[config.mk]
export PLATFORM = sky130hd
export DESIGN_NAME = radio_status_port
export DESIGN_NICKNAME = d
export VERILOG_FILES = /design/src/rtl/stw_pkg.sv /design/src/rtl/stw_sync.sv /design/src/rtl/stw_flags.sv /design/src/rtl/stw_frame.sv /design/src/rtl/radio_status_port.sv
export SDC_FILE = /design/constraint.sdc
export NUM_CORES = 1
export LEC_CHECK = 0
export BUFFER_PORTS_ARGS = -buffer_cell sky130_fd_sc_hd__buf_2
export CORE_UTILIZATION = 35
export CTS_BUF_LIST = sky130_fd_sc_hd__clkbuf_4 sky130_fd_sc_hd__clkbuf_8 sky130_fd_sc_hd__clkbuf_16
export DETAILED_ROUTE_END_ITERATION = 16
export GPL_ROUTABILITY_DRIVEN = 0
export PLACE_DENSITY = 0.52
export SLEW_MARGIN = 10
export SYNTH_ARGS = -nofsm -noshare
export SYNTH_HDL_FRONTEND = slang
export SYNTH_SLANG_ARGS = --single-unit
[constraint.sdc]
create_clock -name clk -period 3.2 [get_ports clk]
set_input_delay 0.32 -clock clk [delete_from_list [all_inputs] [get_ports clk]]
set_output_delay 0.32 -clock clk [all_outputs]
set_load 0.02 [all_outputs]
[src/rtl/stw_pkg.sv]
package stw_pkg;
  localparam int unsigned STAT_W  = 16;
  localparam int unsigned LSB_W   = 4;
  // bit positions inside the returned status word (order is behaviour)
  localparam int unsigned B_HEAD  = 15;
  localparam int unsigned B_POR   = 14;
  localparam int unsigned B_XRUN  = 13;
  localparam int unsigned B_WAKE  = 12;
  localparam int unsigned B_EXT   = 11;
  localparam int unsigned B_LBAT  = 10;
  localparam int unsigned B_FEMP  = 9;
  localparam int unsigned B_SIG   = 8;
  localparam int unsigned B_DQD   = 7;
  localparam int unsigned B_CRL   = 6;
  localparam int unsigned B_ATGL  = 5;
  localparam int unsigned B_SIGN  = 4;

  typedef struct packed {
    logic rdy;
    logic thr;
    logic por;
    logic xrun;
    logic wake;
    logic ext;
  } flag_t;

  localparam flag_t FLAG_RST = '{rdy: 1'b0, thr: 1'b0, por: 1'b1,
                                 xrun: 1'b0, wake: 1'b0, ext: 1'b0};
endpackage

[src/rtl/stw_sync.sv]
module stw_sync #(
  parameter int unsigned WIDTH  = 4,
  parameter int unsigned STAGES = 2,
  parameter logic [WIDTH-1:0] RST_VAL = '0
) (
  input  logic             clk,
  input  logic             rst,
  input  logic [WIDTH-1:0] d,
  output logic [WIDTH-1:0] q
);
  for (genvar g = 0; g < WIDTH; g++) begin : g_bit
    logic [STAGES-1:0] sh;
    always_ff @(posedge clk) begin
      if (rst) begin
        sh <= {STAGES{RST_VAL[g]}};
      end else begin
        for (int s = STAGES - 1; s > 0; s--) sh[s] <= sh[s-1];
        sh[0] <= d[g];
      end
    end
    assign q[g] = sh[STAGES-1];
  end
endmodule

[src/rtl/stw_flags.sv]
module stw_flags
  import stw_pkg::*;
(
  input  logic       clk,
  input  logic       rst,
  input  logic       tx_mode,
  input  logic       set_rdy,
  input  logic       clr_rdy,
  input  logic       set_thr,
  input  logic       clr_thr,
  input  logic       set_under,
  input  logic       set_over,
  input  logic       set_wake,
  input  logic       set_ext,
  input  logic       clr_read,
  input  logic [3:0] clr_mask,   // {por, xrun, wake, ext} as captured
  output flag_t      flags,
  output logic       irq_n
);
  flag_t nxt;

  always_comb begin
    nxt = flags;
    // clears first, sets afterwards so a same-cycle set wins
    if (clr_rdy) nxt.rdy = 1'b0;
    if (clr_thr) nxt.thr = 1'b0;
    if (clr_read) begin
      if (clr_mask[3]) nxt.por  = 1'b0;
      if (clr_mask[2]) nxt.xrun = 1'b0;
      if (clr_mask[1]) nxt.wake = 1'b0;
      if (clr_mask[0]) nxt.ext  = 1'b0;
    end
    if (set_rdy) nxt.rdy = 1'b1;
    if (set_thr) nxt.thr = 1'b1;
    if (tx_mode ? set_under : set_over) nxt.xrun = 1'b1;
    if (set_wake) nxt.wake = 1'b1;
    if (set_ext)  nxt.ext  = 1'b1;
  end

  always_ff @(posedge clk) begin
    if (rst) begin
      flags <= FLAG_RST;
      irq_n <= 1'b1;
    end else begin
      flags <= nxt;
      irq_n <= ~(|flags);
    end
  end
endmodule

[src/rtl/stw_frame.sv]
module stw_frame
  import stw_pkg::*;
#(
  parameter int unsigned WORD_W = 16,
  parameter int unsigned BYTE_W = 8
) (
  input  logic              clk,
  input  logic              rst,
  input  logic              sclk_rise,
  input  logic              cs_q,
  input  logic              cs_rise,
  input  logic              mosi_q,
  input  logic [WORD_W-1:0] word_in,
  input  logic [BYTE_W-1:0] fifo_data,
  output logic              miso,
  output logic              fifo_pop,
  output logic              clr_read,
  output logic [3:0]        clr_mask
);
  localparam int unsigned CNT_W = $clog2(WORD_W + BYTE_W);
  localparam logic [CNT_W-1:0] CNT_WORD = CNT_W'(WORD_W);
  localparam logic [CNT_W-1:0] CNT_LAST = CNT_W'(WORD_W + BYTE_W - 1);
  localparam logic [CNT_W-1:0] CNT_PRE  = CNT_W'(WORD_W - 1);

  logic [CNT_W-1:0]  cnt;
  logic              reading, done;
  logic [WORD_W-1:0] sr, sr_nxt;
  logic              start, load_byte, reading_nxt;

  assign start       = sclk_rise && !cs_q && (cnt == '0);
  assign load_byte   = sclk_rise && !cs_q && reading && (cnt == CNT_WORD);
  assign reading_nxt = start ? !mosi_q : reading;

  always_comb begin
    sr_nxt = sr;
    if (start && !mosi_q)          sr_nxt = word_in;
    else if (load_byte)            sr_nxt = {fifo_data, {(WORD_W-BYTE_W){1'b0}}};
    else if (sclk_rise && reading) sr_nxt = {sr[WORD_W-2:0], 1'b0};
  end

  always_ff @(posedge clk) begin
    if (rst || cs_q) begin
      cnt      <= '0;
      reading  <= 1'b0;
      done     <= 1'b0;
      sr       <= '0;
      miso     <= 1'b0;
      fifo_pop <= 1'b0;
      if (rst) clr_mask <= '0;
    end else begin
      fifo_pop <= load_byte;
      if (sclk_rise) begin
        cnt     <= (cnt == CNT_LAST) ? CNT_WORD : cnt + 1'b1;
        if (cnt == CNT_PRE) done <= 1'b1;
        reading <= reading_nxt;
        sr      <= sr_nxt;
        miso    <= reading_nxt & sr_nxt[WORD_W-1];
        if (start && !mosi_q) clr_mask <= word_in[B_POR:B_EXT];
      end
    end
  end

  assign clr_read = cs_rise && reading && done;
endmodule

[src/rtl/radio_status_port.sv]
module radio_status_port
  import stw_pkg::*;
#(
  parameter int unsigned SYNC_STAGES = 2,
  parameter int unsigned BYTE_W      = 8
) (
  input  logic              clk,
  input  logic              rst,
  input  logic              spi_sclk,
  input  logic              spi_cs_n,
  input  logic              spi_mosi,
  output logic              spi_miso,
  input  logic              tx_mode,
  input  logic              tx_ready_evt,
  input  logic              tx_write_evt,
  input  logic              fifo_thresh_evt,
  input  logic              fifo_read_evt,
  input  logic [BYTE_W-1:0] fifo_rdata,
  output logic              fifo_pop,
  input  logic              underrun_evt,
  input  logic              overflow_evt,
  input  logic              wake_evt,
  input  logic              ext_int_n,
  input  logic              low_batt,
  input  logic              fifo_empty,
  input  logic              ant_tuned,
  input  logic              rssi_above,
  input  logic              dq_ok,
  input  logic              clk_locked,
  input  logic              afc_toggle,
  input  logic              afc_sign,
  input  logic [LSB_W-1:0]  afc_lsb,
  output logic              irq_n
);
  // synchronized pins: {ext, cs_n, sclk, mosi}
  logic [3:0] syn;
  logic [2:0] edge_q;   // previous {ext, cs_n, sclk}
  logic sclk_rise, cs_rise, ext_fall, cs_q, mosi_q;

  stw_sync #(.WIDTH(4), .STAGES(SYNC_STAGES), .RST_VAL(4'b1100)) u_sync (
    .clk (clk),
    .rst (rst),
    .d   ({ext_int_n, spi_cs_n, spi_sclk, spi_mosi}),
    .q   (syn)
  );

  always_ff @(posedge clk) begin
    if (rst) edge_q <= 3'b110;
    else     edge_q <= syn[3:1];
  end

  assign mosi_q    = syn[0];
  assign cs_q      = syn[2];
  assign sclk_rise = syn[1] & ~edge_q[0];
  assign cs_rise   = syn[2] & ~edge_q[1];
  assign ext_fall  = ~syn[3] & edge_q[2];

  flag_t flags;
  logic  clr_read, pop_w;
  logic [3:0] clr_mask;
  logic [STAT_W-1:0] word;

  always_comb begin
    word         = '0;
    word[B_HEAD] = tx_mode ? flags.rdy : flags.thr;
    word[B_POR]  = flags.por;
    word[B_XRUN] = flags.xrun;
    word[B_WAKE] = flags.wake;
    word[B_EXT]  = flags.ext;
    word[B_LBAT] = low_batt;
    word[B_FEMP] = fifo_empty;
    word[B_SIG]  = tx_mode ? ant_tuned : rssi_above;
    word[B_DQD]  = dq_ok;
    word[B_CRL]  = clk_locked;
    word[B_ATGL] = afc_toggle;
    word[B_SIGN] = afc_sign;
    word[LSB_W-1:0] = afc_lsb;
  end

  stw_flags u_flags (
    .clk       (clk),
    .rst       (rst),
    .tx_mode   (tx_mode),
    .set_rdy   (tx_ready_evt),
    .clr_rdy   (tx_write_evt),
    .set_thr   (fifo_thresh_evt),
    .clr_thr   (fifo_read_evt | pop_w),
    .set_under (underrun_evt),
    .set_over  (overflow_evt),
    .set_wake  (wake_evt),
    .set_ext   (ext_fall),
    .clr_read  (clr_read),
    .clr_mask  (clr_mask),
    .flags     (flags),
    .irq_n     (irq_n)
  );

  stw_frame #(.WORD_W(STAT_W), .BYTE_W(BYTE_W)) u_frame (
    .clk       (clk),
    .rst       (rst),
    .sclk_rise (sclk_rise),
    .cs_q      (cs_q),
    .cs_rise   (cs_rise),
    .mosi_q    (mosi_q),
    .word_in   (word),
    .fifo_data (fifo_rdata),
    .miso      (spi_miso),
    .fifo_pop  (pop_w),
    .clr_read  (clr_read),
    .clr_mask  (clr_mask)
  );

  assign fifo_pop = pop_w;
endmodule

==> summary.md, run 1 <==
### Min path
• cell depth of the worst hold path: 2
• Hold Crit Class: in -> reg
• worst min-delay path startpoint: spi_cs_n

### Critical path
• max incr delay on CP: 0.62 ns
• RR Startpoint: u_frame.reading
• CP max-delay cell: dfxtp_1
• Critical Path Source Type: flip-flop
• arrival time reported for the critical path endpoint: 2.09 ns
• Worst R2R Path Depth: 4
• Critical Path RT: 3.37 ns
• top fanout value on the critical path: 18
• type of the worst setup path: reg -> reg
• CP Capture Type: flip-flop
• worst setup path startpoint: u_frame.reading
• cell-by-cell trace of the critical path: nand3b_1, and2_1, mux2i_1, o22ai_1

### Die
• Core Region: 5610 um^2
• die area: 6260 um^2
• Initial Util: 37.1%
• num rows: 27
• number of top-level pins: 37
• horizontal extent of the die: 79.1 um
• vertical die dimension: 79.1 um

### Cells and area
• count of placed standard cells in the final layout, fillers left out: 325
• Area Overhead vs Synth: 16.4%
• most frequent standard cell in the layout excluding fill and tap cells: dfxtp_1
• final antenna diode count: 0
• Filler cells: 584
• share of final-layout standard cells stronger than drive strength 1: 26.9%
• post-route cell area: 2420 um^2
• commonest cells after routing, fill and taps aside: 43 x dfxtp_1, 36 x buf_2, 17 x nand2_1, 17 x a21oi_1, 16 x nor2_1
• number of nets at the end of the flow: 289

### Clock tree
• CTS buffer count: 5
• master cell of the clock root buffer: clkbuf_8
• TritonCTS clock tree: built
• # H-tree levels: 2
• maximum buffer depth of the clock tree: 2
• source-to-sink clock delay at the later pin of the worst-skew pair: 0.30 ns
• clk sinks: 47
• clk slew on worst S/H paths: 0.09 ns
• number of buffers added to fix hold violations after cts: 0
• number of gates resized after cts: 0
• setup bufs post-CTS: 0

### Placement
• number of placed instances with taps included: 317
• dpl cell area: 2310 um^2
• post-detail-place hpwl: 3320 um
• Placement Setup Slack: 1.21 ns
• Port Buffers: 36

### STA
• worst hold-check slack: 0.192 ns
• final-report setup violation count: 0
• aggregate negative setup slack: 0 ns
• minimum clock period after layout: 1.92 ns
• headroom to the max-slew limit: 53.9%
• Hold Vio Cnt, Final: 0
• post-route clock skew: 0.00754 ns
• final number of max-transition violations: 0
• Period Utilization, post-route: 59.9%
• setup repair after global routing missed its margin: no
• transition time at the pin with the least slew margin: 0.690 ns
• least setup slack across all paths after layout: 1.28 ns
• Achievable Freq: 521 MHz

### GRT
• global route overflow: 0
• maximum number of pins on one net before global-route repair: 27
• vias in the first global route: 1539
• antenna violations before repair: 0
• wire length of the first global-routing pass: 7710 um
• GRT Overall Usage: 16.2%

### Drt
• vias per inst: 5.06
• number of remaining DRC errors: 0
• antenna violation net count after detailed routing: 0
• total number of vias: 1646
• Routed wire per std cell: 14.5 um
• total wire length after detailed routing: 4730 um
• violation count after the first detailed-routing iteration: 133
• detailed-routing iteration count for the pre-antenna-repair pass: 4

### Yosys
• number of distinct library cells after synthesis: 41
• net count after synthesis: 255
• combined area of all synthesized cells: 2080 um^2
• count of mapped cells out of synthesis: 218
• Synth Area per Inst: 9.54 um^2
• number of synthesized register bits: 47
• sequential area share after synthesis: 47.1%
• count of warnings emitted by yosys: 0

### Pwr
• total power per unit cell area: 458 nW/um^2
• worst-case vdd ir drop: 0.170 mV
• Lkg Pwr: 1.02 nW

### Status
• outcome: finished, final reports clean

### Flow run
• max capacitance violation total: 0

[where the power goes]
part,internal (mW),leakage [nW],switching (mW)
logic,0.0310,0.575,0.0334
clock network,0.233,0.0581,0.199
registers,0.605,0.392,0.00665
[worst max-delay path: cells and delay by family, from the launching register on]
family,cells,cell delay [ns]
AO/OA/AOI/OAI,1,0.10
AND/OR/NAND/NOR,2,0.95
multiplexers,1,0.13
flip-flops,1,0.62
[registers in the layout, summed over array words and instances (netlist names)]
| register | count |
|---|---|
| edge_q | 3 |
| u_flags.flags | 6 |
| u_flags.irq_n | 1 |
| u_frame.clr_mask | 4 |
| u_frame.cnt | 5 |
| u_frame.done | 1 |
| u_frame.fifo_pop | 1 |
| u_frame.miso | 1 |
| u_frame.reading | 1 |
| u_frame.sr | 16 |
| u_sync.g_bit.sh | 8 |
[logic make-up after synthesis]
kind of cell / share of synthesized area, %
mux: 5.77
buf+inv: 5.05
flops: 47.1
xor+xnor: 0.421
fa+ha+maj: 1.80
simple gates: 21.2
compound gates: 18.6
[routing by layer]
| layer | up-vias | part of all wire [%] | wire length, um | GRT usage [%] |
|---|---|---|---|---|
| met4 | 0 | 1.5 | 72 | 5.64 |
| met5 | - | 0 | 0 | 0 |
| met3 | 6 | 3.3 | 155 | 3.79 |
| met2 | 30 | 43 | 2040 | 23.7 |
| met1 | 762 | 52 | 2460 | 23.0 |
| li1 | 848 | - | - | - |
[path summary, 6_finish.rpt]
path	to	slack, ns
worst max-delay path	u_frame.sr[6]	1.28
worst min-delay path	u_sync.g_bit[2].sh[0]	0.19
worst max register to register	u_frame.sr[6]	1.28
worst min register to register	u_sync.g_bit[3].sh[1]	0.41
[synth_stat cells]
| library cell | count | area, um^2 |
|---|---|---|
| and2_1 | 9 | 56.3 |
| nand2_2 | 1 | 6.26 |
| nor4_1 | 1 | 6.26 |
| buf_1 | 1 | 3.75 |
| o32ai_2 | 1 | 16.3 |
| and4b_1 | 1 | 10.0 |
| xor2_1 | 1 | 8.76 |
| nor2b_1 | 7 | 43.8 |
| nand3_4 | 1 | 17.5 |
| buf_6 | 3 | 33.8 |
| nor4b_4 | 1 | 23.8 |
| a211oi_1 | 6 | 45.0 |
| a31oi_1 | 2 | 12.5 |
| nand2_1 | 17 | 63.8 |
| o311ai_0 | 1 | 8.76 |
| nor2_1 | 16 | 60.1 |
| o32ai_1 | 5 | 43.8 |
| o2111ai_1 | 1 | 8.76 |
| o21ai_0 | 7 | 35.0 |
| edfxtp_1 | 4 | 120 |
| nand4_1 | 2 | 12.5 |
| a41o_2 | 1 | 11.3 |
| o211ai_1 | 3 | 22.5 |
| o22ai_1 | 8 | 50.1 |
| nand3b_1 | 1 | 7.51 |
| inv_1 | 9 | 33.8 |
| dfxtp_1 | 43 | 861 |
| nand2b_1 | 3 | 18.8 |
| and3_2 | 7 | 52.6 |
| nor3_1 | 2 | 10.0 |
| a31o_2 | 1 | 8.76 |
| or4b_4 | 1 | 13.8 |
| a21oi_1 | 17 | 85.1 |
| a32o_1 | 1 | 10.0 |
| clkbuf_1 | 9 | 33.8 |
| ha_1 | 3 | 37.5 |
| and3_1 | 1 | 6.26 |
| a221oi_2 | 1 | 15.0 |
| a21o_1 | 2 | 15.0 |
| or2_2 | 5 | 31.3 |
| mux2i_1 | 12 | 120 |
[final cells by class]
| cell class | count | area, um^2 | area share [%] |
|---|---|---|---|
| clock buffer | 5 | 68.8 | 2.84 |
| clock inverter | 3 | 43.8 | 1.81 |
| inverter | 9 | 33.8 | 1.39 |
| multi-input combinational | 149 | 995 | 41.1 |
| sequential | 47 | 981 | 40.5 |
| tap | 72 | 90.1 | 3.72 |
| timing repair buffer | 40 | 210 | 8.68 |
[stage by stage]
step           utilization [%]  total power, mW
6_report                  43.2             1.11
2_1_floorplan                -            0.657
3_5_place_dp              41.2            0.692
5_1_grt                   43.2             1.15
3_3_place_gp              41.2            0.692
4_1_cts                   43.2             1.12
Power figures use the tool's default switching activity.
==> inputs of run 2 (changes only) <==
Settings changed: PLACE_DENSITY 0.52 to 0.54.
Clock period 3.2 ns to 1.65 ns, I/O delays scaled along.
==> summary.md, run 2 (same netlist as run 1, synthesis figures left out) <==
### Placement
• Port Buffers: 36
• dpl cell area: 2470 um^2
• post-detail-place hpwl: 3580 um

### Critical path
• top fanout value on the critical path: 4
• Critical Path RT: 1.85 ns
• number of logic stages on the critical path including buffering: 6
• count of buffering cells on the critical path with inverters included: 1
• CP max-delay cell: or4b_4
• Critical Path Source Type: flip-flop
• timing endpoint of the critical path: u_frame.miso
• arrival time reported for the critical path endpoint: 1.85 ns
• worst reg2reg setup slack: -0.0009 ns
• CP Capture Type: flip-flop
• cell family with the largest share of critical-path delay: simple AND/OR/NAND/NOR gates
• reg-to-reg endpoint: u_frame.miso
• max incr delay on CP: 0.50 ns
• worst setup path startpoint: u_frame.cnt[0]
• Worst R2R Path Depth: 6
• RR Startpoint: u_frame.cnt[0]
• cell-by-cell trace of the critical path: inv_2, ha_4, or4b_4, nor3_2, o21ai_0, a32o_1
• type of the worst setup path: reg -> reg

### Die
• horizontal extent of the die: 79.1 um
• Initial Util: 37.1%
• number of top-level pins: 37
• Core Region: 5610 um^2
• die area: 6260 um^2
• vertical die dimension: 79.1 um
• num rows: 27

### Clock tree
• # H-tree levels: 2
• clk sinks: 47
• source-to-sink clock delay at the later pin of the worst-skew pair: 0.31 ns
• master cell of the clock root buffer: clkbuf_8
• maximum buffer depth of the clock tree: 2
• clk slew on worst S/H paths: 0.10 ns
• CTS buffer count: 5
• TritonCTS clock tree: built

### Cells and area
• Area Overhead vs Synth: 26.3%
• flip-flop count of the largest register, all copies and words added: 16
• most frequent standard cell in the layout excluding fill and tap cells: dfxtp_1
• Util after Layout: 46.9%
• Top reg by flops: u_frame.sr
• commonest cells after routing, fill and taps aside: 41 x dfxtp_1, 36 x buf_2, 20 x buf_4
• Filler cells: 575
• share of final-layout standard cells stronger than drive strength 1: 35.5%
• largest registers: u_frame.sr x16, u_sync.g_bit.sh x8, u_flags.flags x6
• number of nets at the end of the flow: 309
• final antenna diode count: 0
• post-route cell area: 2630 um^2

### Pwr
• worst-case vdd ir drop: 0.432 mV
• Lkg Pwr: 1.13 nW
• total power per unit cell area: 836 nW/um^2

### GRT
• antenna violations before repair: 0
• wire length of the first global-routing pass: 8470 um
• GRT Overall Usage: 17.7%
• global route overflow: 0
• vias in the first global route: 1730
• maximum number of pins on one net before global-route repair: 19

### Drt
• vias per inst: 4.94
• violation count after the first detailed-routing iteration: 112
• number of remaining DRC errors: 0
• total number of vias: 1705
• total wire length after detailed routing: 4950 um
• detailed-routing iteration count for the pre-antenna-repair pass: 4
• antenna violation net count after detailed routing: 0
• Routed wire per std cell: 14.3 um

### STA
• minimum clock period after layout: 1.65 ns
• Achievable Freq: 606 MHz
• aggregate negative setup slack: -0.000915 ns
• final number of max-transition violations: 0
• transition time at the pin with the least slew margin: 0.388 ns
• post-route clock skew: 0.0114 ns
• Hold Vio Cnt, Final: 0
• final-report setup violation count: 1
• setup repair after global routing missed its margin: yes
• Period Utilization, post-route: 100%
• headroom to the max-slew limit: 74.1%
• least setup slack across all paths after layout: -0.000915 ns

### Min path
• Hold Crit Class: in -> reg

### Status
• violations in the final reports: setup timing
• outcome: complete, but fails checks

### Flow run
• max capacitance violation total: 0

[run 2: cell count changes in the layout (fill, tap and decap cells not counted), moves of 2 or more]
cell,previous run,this run
dfxtp_2,0,2
inv_1,9,7
buf_4,4,20
dfxtp_1,43,41
buf_6,0,4
inv_2,0,2
[run 2: worst min-delay path by stage]
stage	startpoint	to	slack, ns	cells past startpoint
after global routing	spi_cs_n	u_sync.g_bit[2].sh[0]	0.02	2
final	spi_cs_n	u_sync.g_bit[2].sh[0]	0.03	2
after global placement	spi_cs_n	u_sync.g_bit[2].sh[0]	0.35	2
after floorplan	spi_cs_n	u_sync.g_bit[2].sh[0]	0.27	1
after CTS	spi_cs_n	u_sync.g_bit[2].sh[0]	0.02	2
after detailed placement	spi_cs_n	u_sync.g_bit[2].sh[0]	0.35	2
[run 2: layout make-up]
| type | instances | area, um^2 | share of cell area (%) |
|---|---|---|---|
| Multi-Input combinational cell | 149 | 1030 | 39.2 |
| Sequential cell | 47 | 983 | 37.4 |
| Timing Repair Buffer | 60 | 375 | 14.3 |
| Tap cell | 72 | 90.1 | 3.43 |
| Clock buffer | 5 | 68.8 | 2.62 |
| Clock inverter | 3 | 47.5 | 1.81 |
| Inverter | 9 | 33.8 | 1.29 |
[run 2: timing repair]
action	in CTS	in global routing
pin swaps	0	1
setup buffers	0	2
gates resized for setup	2	5
cloned	0	0
setup endpoints to repair	1	19
hold buffers	0	0
[run 2: power breakdown]
group / leakage, nW / switching, mW / internal [mW]
logic: 0.682 / 0.0666 / 0.0699
registers: 0.393 / 0.0134 / 1.17
clock network: 0.0587 / 0.415 / 0.459
total: 1.13 / 0.495 / 1.70
[run 2: routing by layer]
layer  up-vias  part of all wire [%]  GRT usage, %
met5         -                     0             0
met1       787                    52          24.6
li1        887                     -             -
met2        24                    45          27.2
met3         7                   2.8          3.45
met4         0                  0.77          6.00
[run 2: metrics by stage]
step / cells / worst slack [ns] / hold slack [ns] / power, mW
after CTS: 343 / 0.0130 / 0.0224 / 2.22
final: 345 / -0.000915 / 0.0302 / 2.20
after floorplan: 218 / 0.0156 / 0.269 / 1.28
after global placement: 335 / 0.0492 / 0.348 / 1.35
after global routing: 345 / -0.0877 / 0.0200 / 2.28
after detailed placement: 335 / 0.00833 / 0.350 / 1.35
